$ cat src/rtl/mdio_pkg.sv
package mdio_pkg;
    localparam int PRE_CYC   = 33;
    localparam int RD_HDR    = 14;
    localparam int RD_TAIL   = 19;
    localparam int WR_BODY   = 32;
    localparam int WR_TAIL   = 2;
    localparam int SH_W      = PRE_CYC + WR_BODY;
    localparam int RD_DRIVE  = PRE_CYC + RD_HDR;
    localparam int RD_TOTAL  = RD_DRIVE + RD_TAIL;
    localparam int WR_TOTAL  = SH_W + WR_TAIL;
    localparam int BIT_CNT_W = $clog2(WR_TOTAL + 1);

    localparam int POS_EXT  = 29;
    localparam int POS_DONE = 28;
    localparam int POS_RD   = 27;
    localparam int POS_WR   = 26;

    typedef enum logic {FR_IDLE, FR_ACTIVE} frame_st_e;
endpackage

$ cat src/rtl/mdio_clk_div.sv
module mdio_clk_div #(
    parameter int DIV_W = 8
) (
    input  logic             clk,
    input  logic             rst_n,
    input  logic             run,
    input  logic [DIV_W-1:0] half,
    output logic             mdc,
    output logic             rise_tick,
    output logic             fall_tick
);
    typedef struct packed {
        logic [DIV_W-1:0] cnt;
        logic             ph;
    } div_s;

    div_s div_d, div_q;
    logic [DIV_W-1:0] lim;

    always_comb begin
        lim       = (half == '0) ? DIV_W'(1) : half;
        div_d     = div_q;
        rise_tick = 1'b0;
        fall_tick = 1'b0;
        if (!run) begin
            div_d = '0;
        end else if (div_q.cnt >= lim - DIV_W'(1)) begin
            div_d.cnt = '0;
            div_d.ph  = ~div_q.ph;
            rise_tick = ~div_q.ph;
            fall_tick = div_q.ph;
        end else begin
            div_d.cnt = div_q.cnt + DIV_W'(1);
        end
    end

    always_ff @(posedge clk or negedge rst_n) begin
        if (!rst_n) div_q <= '0;
        else        div_q <= div_d;
    end

    assign mdc = div_q.ph;

    AST_MDC_ON_TICK: assert property (@(posedge clk) disable iff (!rst_n)
        !$stable(mdc) |-> $past(rise_tick || fall_tick));
endmodule

$ cat src/rtl/mdio_frame_fsm.sv
module mdio_frame_fsm
    import mdio_pkg::*;
(
    input  logic        clk,
    input  logic        rst_n,
    input  logic        start,
    input  logic        is_read,
    input  logic [4:0]  phy,
    input  logic [4:0]  regad,
    input  logic [15:0] wdata,
    input  logic        rise_tick,
    input  logic        fall_tick,
    input  logic        mdio_i,
    output logic        run,
    output logic        mdio_o,
    output logic        mdio_oe,
    output logic        finish,
    output logic [15:0] rdata
);
    typedef struct packed {
        frame_st_e             st;
        logic                  rd;
        logic [BIT_CNT_W-1:0]  bitn;
        logic [SH_W-1:0]       sh;
        logic [RD_TAIL-1:0]    rx;
    } fr_s;

    fr_s fr_d, fr_q;
    logic [BIT_CNT_W-1:0] last_cyc;
    logic [BIT_CNT_W-1:0] drive_len;

    always_comb begin
        last_cyc  = fr_q.rd ? BIT_CNT_W'(RD_TOTAL - 1) : BIT_CNT_W'(WR_TOTAL - 1);
        drive_len = fr_q.rd ? BIT_CNT_W'(RD_DRIVE) : BIT_CNT_W'(SH_W);
        fr_d      = fr_q;
        finish    = 1'b0;
        case (fr_q.st)
            FR_IDLE: begin
                if (start) begin
                    fr_d.st   = FR_ACTIVE;
                    fr_d.rd   = is_read;
                    fr_d.bitn = '0;
                    fr_d.rx   = '0;
                    if (is_read)
                        fr_d.sh = {{PRE_CYC{1'b1}}, 2'b01, 2'b10, phy, regad,
                                   {(SH_W - RD_DRIVE){1'b0}}};
                    else
                        fr_d.sh = {{PRE_CYC{1'b1}}, 2'b01, 2'b01, phy, regad,
                                   2'b10, wdata};
                end
            end
            default: begin
                if (rise_tick && fr_q.rd && fr_q.bitn >= BIT_CNT_W'(RD_DRIVE))
                    fr_d.rx = {fr_q.rx[RD_TAIL-2:0], mdio_i};
                if (fall_tick) begin
                    fr_d.sh = {fr_q.sh[SH_W-2:0], 1'b0};
                    if (fr_q.bitn == last_cyc) begin
                        fr_d.st = FR_IDLE;
                        finish  = 1'b1;
                    end else begin
                        fr_d.bitn = fr_q.bitn + BIT_CNT_W'(1);
                    end
                end
            end
        endcase
    end

    always_ff @(posedge clk or negedge rst_n) begin
        if (!rst_n) fr_q <= '0;
        else        fr_q <= fr_d;
    end

    assign run     = (fr_q.st == FR_ACTIVE);
    assign mdio_oe = run && (fr_q.bitn < drive_len);
    assign mdio_o  = mdio_oe & fr_q.sh[SH_W-1];
    assign rdata   = fr_q.rx[16:1];

    AST_PREAMBLE_ONES: assert property (@(posedge clk) disable iff (!rst_n)
        run && fr_q.bitn < BIT_CNT_W'(PRE_CYC) |-> mdio_oe && mdio_o);
    AST_STAY_RELEASED: assert property (@(posedge clk) disable iff (!rst_n)
        run && !mdio_oe |=> !mdio_oe);
    AST_SHIFT_ON_FALL: assert property (@(posedge clk) disable iff (!rst_n)
        run && $past(run) && !$stable(fr_q.sh) |-> $past(fall_tick));
endmodule

$ cat src/rtl/mdio_master.sv
module mdio_master
    import mdio_pkg::*;
#(
    parameter int DIV_W = 8
) (
    input  logic             clk,
    input  logic             rst_n,
    input  logic [DIV_W-1:0] mdc_half,
    input  logic             cmd_we,
    input  logic [31:0]      cmd_wdata,
    output logic [31:0]      cmd_rdata,
    output logic             mdc,
    input  logic             mdio_i,
    output logic             mdio_o,
    output logic             mdio_oe
);
    typedef struct packed {
        logic        ext;
        logic        done;
        logic        rd;
        logic        wr;
        logic [4:0]  phy;
        logic [4:0]  regad;
        logic [15:0] data;
        logic        start;
    } cmd_s;

    cmd_s cmd_d, cmd_q;
    logic busy, accept, req_rd, req_wr;
    logic run, rise_tick, fall_tick, finish;
    logic [15:0] rx_data;

    always_comb begin
        cmd_d       = cmd_q;
        cmd_d.start = 1'b0;
        busy        = cmd_q.rd | cmd_q.wr;
        req_rd      = cmd_wdata[POS_RD];
        req_wr      = cmd_wdata[POS_WR];
        accept      = cmd_we && (req_rd || req_wr) && !busy;
        if (finish) begin
            cmd_d.done = 1'b1;
            cmd_d.rd   = 1'b0;
            cmd_d.wr   = 1'b0;
            if (cmd_q.rd) cmd_d.data = rx_data;
        end
        if (accept) begin
            cmd_d.ext   = cmd_wdata[POS_EXT];
            cmd_d.phy   = cmd_wdata[25:21];
            cmd_d.regad = cmd_wdata[20:16];
            cmd_d.done  = 1'b0;
            if (cmd_wdata[POS_EXT]) begin
                cmd_d.done = 1'b1;
                if (req_rd) cmd_d.data = 16'hFFFF;
            end else begin
                cmd_d.start = 1'b1;
                if (req_rd) begin
                    cmd_d.rd = 1'b1;
                end else begin
                    cmd_d.wr   = 1'b1;
                    cmd_d.data = cmd_wdata[15:0];
                end
            end
        end
    end

    always_ff @(posedge clk or negedge rst_n) begin
        if (!rst_n) cmd_q <= '0;
        else        cmd_q <= cmd_d;
    end

    assign cmd_rdata = {2'b00, cmd_q.ext, cmd_q.done, cmd_q.rd, cmd_q.wr,
                        cmd_q.phy, cmd_q.regad, cmd_q.data};

    mdio_clk_div #(.DIV_W(DIV_W)) u_div (
        .clk       (clk),
        .rst_n     (rst_n),
        .run       (run),
        .half      (mdc_half),
        .mdc       (mdc),
        .rise_tick (rise_tick),
        .fall_tick (fall_tick)
    );

    mdio_frame_fsm u_frame (
        .clk       (clk),
        .rst_n     (rst_n),
        .start     (cmd_q.start),
        .is_read   (cmd_q.rd),
        .phy       (cmd_q.phy),
        .regad     (cmd_q.regad),
        .wdata     (cmd_q.data),
        .rise_tick (rise_tick),
        .fall_tick (fall_tick),
        .mdio_i    (mdio_i),
        .run       (run),
        .mdio_o    (mdio_o),
        .mdio_oe   (mdio_oe),
        .finish    (finish),
        .rdata     (rx_data)
    );

    AST_HOLD_WHILE_HIGH: assert property (@(posedge clk) disable iff (!rst_n)
        mdc && $past(mdc) |-> $stable(mdio_o) && $stable(mdio_oe));
    AST_BUSY_IGNORED: assert property (@(posedge clk) disable iff (!rst_n)
        busy && cmd_we |=> $stable(cmd_q.phy) && $stable(cmd_q.regad));
    AST_DONE_CLEARED: assert property (@(posedge clk) disable iff (!rst_n)
        cmd_we && (cmd_wdata[POS_RD] || cmd_wdata[POS_WR]) && !busy
        && !cmd_wdata[POS_EXT] |=> !cmd_q.done);
    AST_REJECT_NO_FRAME: assert property (@(posedge clk) disable iff (!rst_n)
        accept && cmd_wdata[POS_EXT] |=> !cmd_q.start && !busy);
endmodule

$ cat config.mk
export PLATFORM = sky130hd
export DESIGN_NAME = mdio_master
export DESIGN_NICKNAME = d
export VERILOG_FILES = /design/src/rtl/mdio_pkg.sv /design/src/rtl/mdio_clk_div.sv /design/src/rtl/mdio_frame_fsm.sv /design/src/rtl/mdio_master.sv
export SDC_FILE = /design/constraint.sdc
export NUM_CORES = 1
export LEC_CHECK = 0
export BUFFER_PORTS_ARGS = -buffer_cell sky130_fd_sc_hd__clkbuf_2
export CAP_MARGIN = 20
export CORE_MARGIN = 1
export CORE_UTILIZATION = 55
export DETAILED_ROUTE_END_ITERATION = 8
export PLACE_DENSITY = 0.72
export SKIP_CTS_REPAIR_TIMING = 1
export SYNTH_ARGS = -nofsm -noshare
export SYNTH_HDL_FRONTEND = slang
export SYNTH_HIERARCHICAL = 1
export SYNTH_SLANG_ARGS = --single-unit
export TNS_END_PERCENT = 10
$ cat constraint.sdc
create_clock -name clk -period 3.43 [get_ports clk]
set_clock_uncertainty 0.2 [all_clocks]
set_input_delay 0.343 -clock clk [delete_from_list [all_inputs] [get_ports clk]]
set_output_delay 0.343 -clock clk [all_outputs]
set_load 0.005 [all_outputs]
==> impl_metrics.sql <==
INSERT INTO impl_metrics (metric_group, metric, value, unit) VALUES
('finish', 'layout-drive-gt1-share', '0.2628', ''),
('setup_path', 'register_to_register_setup_slack', '0.65', 'ns'),
('sta', 'rsz0062_at_grt', 'true', ''),
('logic_synthesis', 'synth-edff-count', '0', ''),
('setup_path', 'arrival', '3.51', 'ns'),
('power', 'power_switching_share', '0.2937', ''),
('logic_synthesis', 'largest_family_of_logic_cells_by_synthesized_area', 'simple AND/OR/NAND/NOR gates', ''),
('logic_synthesis', 'post_synth_instance_area', '7086', 'sq um'),
('global_routing', 'grt_pass1_wl', '24.69', 'mm'),
('die', 'core', '12570', 'sq um'),
('logic_synthesis', 'post_synthesis_mean_instance_area', '10.31', 'sq um'),
('power', 'design_power_total', '0.005553', 'W'),
('route', 'route.vias.total', '5521', ''),
('setup_path', 'timing.critical_path.to_type', 'register', ''),
('power', 'power.density', '654.9', 'nW/um^2'),
('power', 'power.combinational.fraction', '0.245', ''),
('setup_path', 'required', '3.52', 'ns'),
('setup_path', 'worst_setup_path_start_kind', 'primary input', ''),
('hold_path', 'min-delay-path-class', 'primary input to register', ''),
('sta', 'tightestPinTransition', '0.6733', 'ns'),
('die', 'initial_core_util', '0.5638', ''),
('sta', 'holdWs', '-0.008026', 'ns'),
('logic_synthesis', 'post_synth_num_cell_types', '67', ''),
('global_routing', 'pin_count_of_the_biggest_net_entering_global_routing', '85', ''),
('global_routing', 'antenna_violations_before_repair', '0', ''),
('die', 'boundaryPins', '79', ''),
('route', 'post_drt_via_cell_ratio', '5.799', ''),
('power', 'power.clock.fraction', '0.349', ''),
('finish', 'n_antenna_cell', '0', ''),
('global_routing', 'grt_use_total', '0.2402', ''),
('placement', 'io_buffers', '73', ''),
('finish', 'nFillCells', '929', ''),
('clock_network', 'cts_buffers', '17', ''),
('clock_network', 'cts_root_buf', 'clkbuf_16', ''),
('placement', 'dpl-instance-area', '7436', 'sq um'),
('logic_synthesis', 'synth_top_cells_by_area', 'dfrtp_1 46%, nand2_1 6.2%, buf_4 5.1%', ''),
('logic_synthesis', 'synth_largest_type_area_fraction', '0.4627', ''),
('setup_path', 'crit_type', 'primary input to register', ''),
('status', 'failing_checks', 'negative hold slack', ''),
('logic_synthesis', 'post_synth_xor_area_fraction', '0.01607', ''),
('finish', 'final_nets', '827', ''),
('power', 'net_switching_power_of_the_design', '0.001631', 'W'),
('route', 'detail_route.drc_violations', '0', ''),
('status', 'status', 'complete, but fails checks', ''),
('die', 'die_width', '115.5', 'um'),
('finish', 'area_delta_synth_final', '19.67', '%'),
('clock_network', 'maximum_level_of_the_cts_h_tree', '4', ''),
('clock_network', 'clk_pin_slew_worst_paths', '0.06', 'ns'),
('clock_network', 'clock_tree.buffer_depth', '2', ''),
('route', 'firstDrtPassIters', '7', ''),
('clock_network', 'cts_tree', 'built', ''),
('sta', 'timing_hold_violations_final', '1', ''),
('power', 'seq_power_share', '0.407', ''),
('route', 'wl_per_cell', '16.69', 'um'),
('placement', 'placed_cells', '886', ''),
('route', 'detail_route.wirelength', '15.89', 'mm'),
('placement', 'dp.final_hpwl', '10.26', 'mm'),
('clock_network', 'tritoncts_num_sinks', '131', ''),
('logic_synthesis', 'postSynth.asyncResetShare', '1.000', ''),
('logic_synthesis', 'postSynthRegisterBits', '131', ''),
('sta', 'finalSetupViolations', '0', ''),
('sta', 'layout_worst_path_cycle_share', '0.9961', ''),
('global_routing', 'globalRoute.totalOverflow', '0', ''),
('placement', 'place_congestion', '0.8504', ''),
('sta', 'postLayoutSetupSlackWorst', '0.01342', 'ns'),
('run', 'maxCapViolCount', '0', ''),
('route', 'drt_iter0_drc', '308', ''),
('placement', 'place_worst_setup_slack', '-0.4762', 'ns'),
('logic_synthesis', 'postSynthCellCount', '687', ''),
('die', 'fp.dieH', '115.5', 'um'),
('logic_synthesis', 'synth-compound-area-share', '0.1527', '');
## sequential cells by signal, summed over array words and instances (netlist names)
| signal | count |
|---|---|
| cmd_q | 1 |
| u_div/div_q | 8 |
| u_frame/fr_q | 74 |
| u_frame/run | 1 |
| u_div/mdc | 1 |
| cmd_rdata | 30 |
| u_frame/rdata | 16 |
## final cells by class
cell class	instances	area, sq um	share of cell area
Sequential cell	131	3278	0.3866
Multi-Input combinational cell	453	3134	0.3696
Timing Repair Buffer	154	1176	0.1387
Clock buffer	24	491.7	0.05799
Tap cell	172	215.2	0.02538
Clock inverter	8	146.4	0.01726
Inverter	10	37.54	0.004427
## cell usage in the layout (no fill, tap or decap), drive strengths merged, types with 10 or more instances in the layout
master | netlist | layout
inv | 9 | 10
a22oi | 10 | 10
mux2i | 34 | 34
dfrtp | 131 | 131
a21oi | 37 | 37
a2bb2oi | 16 | 16
ha | 16 | 16
nor2 | 18 | 18
a31oi | 16 | 16
mux2 | 11 | 11
o22a | 15 | 15
clkbuf | 23 | 98
nand3b | 16 | 16
dlygate4sd3 | 0 | 25
nand3 | 45 | 45
a311o | 17 | 17
buf | 70 | 55
nand2 | 119 | 119
## cells by family after synthesis
logic type,after synthesis
muxes,45
DFF,131
adders and majority gates,16
buffers and inverters,104
and+or+nand+nor,233
AOI/OAI and AO/OA,144
other,1
xor gates and xnor gates,13
## path summary, 6_finish.rpt
path,startpoint,to,cells past startpoint
worst max register to register,u_div/div_q[1]$_DFF_PN0_,u_frame/rdata[3]$_DFFE_PN0P_,11
worst min register to register,u_frame/fr_q[42]$_DFFE_PN0P_,u_frame/fr_q[42]$_DFFE_PN0P_,2
max in group asynchronous,rst_n,u_frame/fr_q[47]$_DFFE_PN0P_,4
min in group asynchronous,rst_n,u_div/div_q[5]$_DFF_PN0_,2
worst min-delay path,mdio_i,u_frame/fr_q[0]$_DFFE_PN0P_,2
worst max-delay path,mdc_half[2],u_frame/fr_q[36]$_DFFE_PN0P_,18
## per-stage QoR
stage	hold WS, ns	TNS [ns]
global placement	0.2616	-25.86
detailed placement	0.2647	-38.71
global route	0.01004	-6.661
floorplan	-0.1526	-11.82
CTS	-0.06010	-0.2551
finish	-0.008026	0
## routing by layer
layer  share of wire  global-route usage
met5               0                   0
met4           0.020              0.1030
met3           0.042             0.04812
met2            0.50              0.3904
met1            0.44              0.3137
## synthesized netlist by cell type, types with 9 or more instances
| cell type | number |
|---|---|
| a21oi_1 | 36 |
| a22oi_1 | 10 |
| a2bb2oi_1 | 16 |
| a311o_1 | 17 |
| a31oi_1 | 16 |
| buf_2 | 16 |
| buf_4 | 48 |
| clkbuf_1 | 14 |
| clkbuf_8 | 9 |
| dfrtp_1 | 131 |
| ha_1 | 16 |
| inv_1 | 9 |
| mux2_4 | 10 |
| mux2i_1 | 34 |
| nand2_1 | 117 |
| nand3_1 | 45 |
| nand3b_1 | 16 |
| nor2_1 | 18 |
| o22a_1 | 15 |
## power by group through the flow
stage | Combinational (W) | Sequential, W | Clock, W
after detailed placement | 0.00130 | 0.00227 | 0
after global routing | 0.00152 | 0.00231 | 0.00203
after CTS | 0.00131 | 0.00226 | 0.00197
after floorplan | 0.00105 | 0.00218 | 0
final | 0.00136 | 0.00226 | 0.00194
after global placement | 0.00123 | 0.00226 | 0
## critical path, cell delays in order
cell and delay [ns]:
clkbuf_2 0.09, or4_4 0.55, nor4_4 0.21, nor2_2 0.08
ha_2 0.20, inv_2 0.05, nor2_1 0.05, xnor2_1 0.13
ha_1 0.29, and4_1 0.18, o21ai_2 0.06, o211a_1 0.25
buf_6 0.13, nor2_4 0.15, and2_4 0.21, nor2_4 0.04
clkbuf_16 0.17, a221o_1 0.32
No activity file was read; power rests on OpenSTA's default activity.
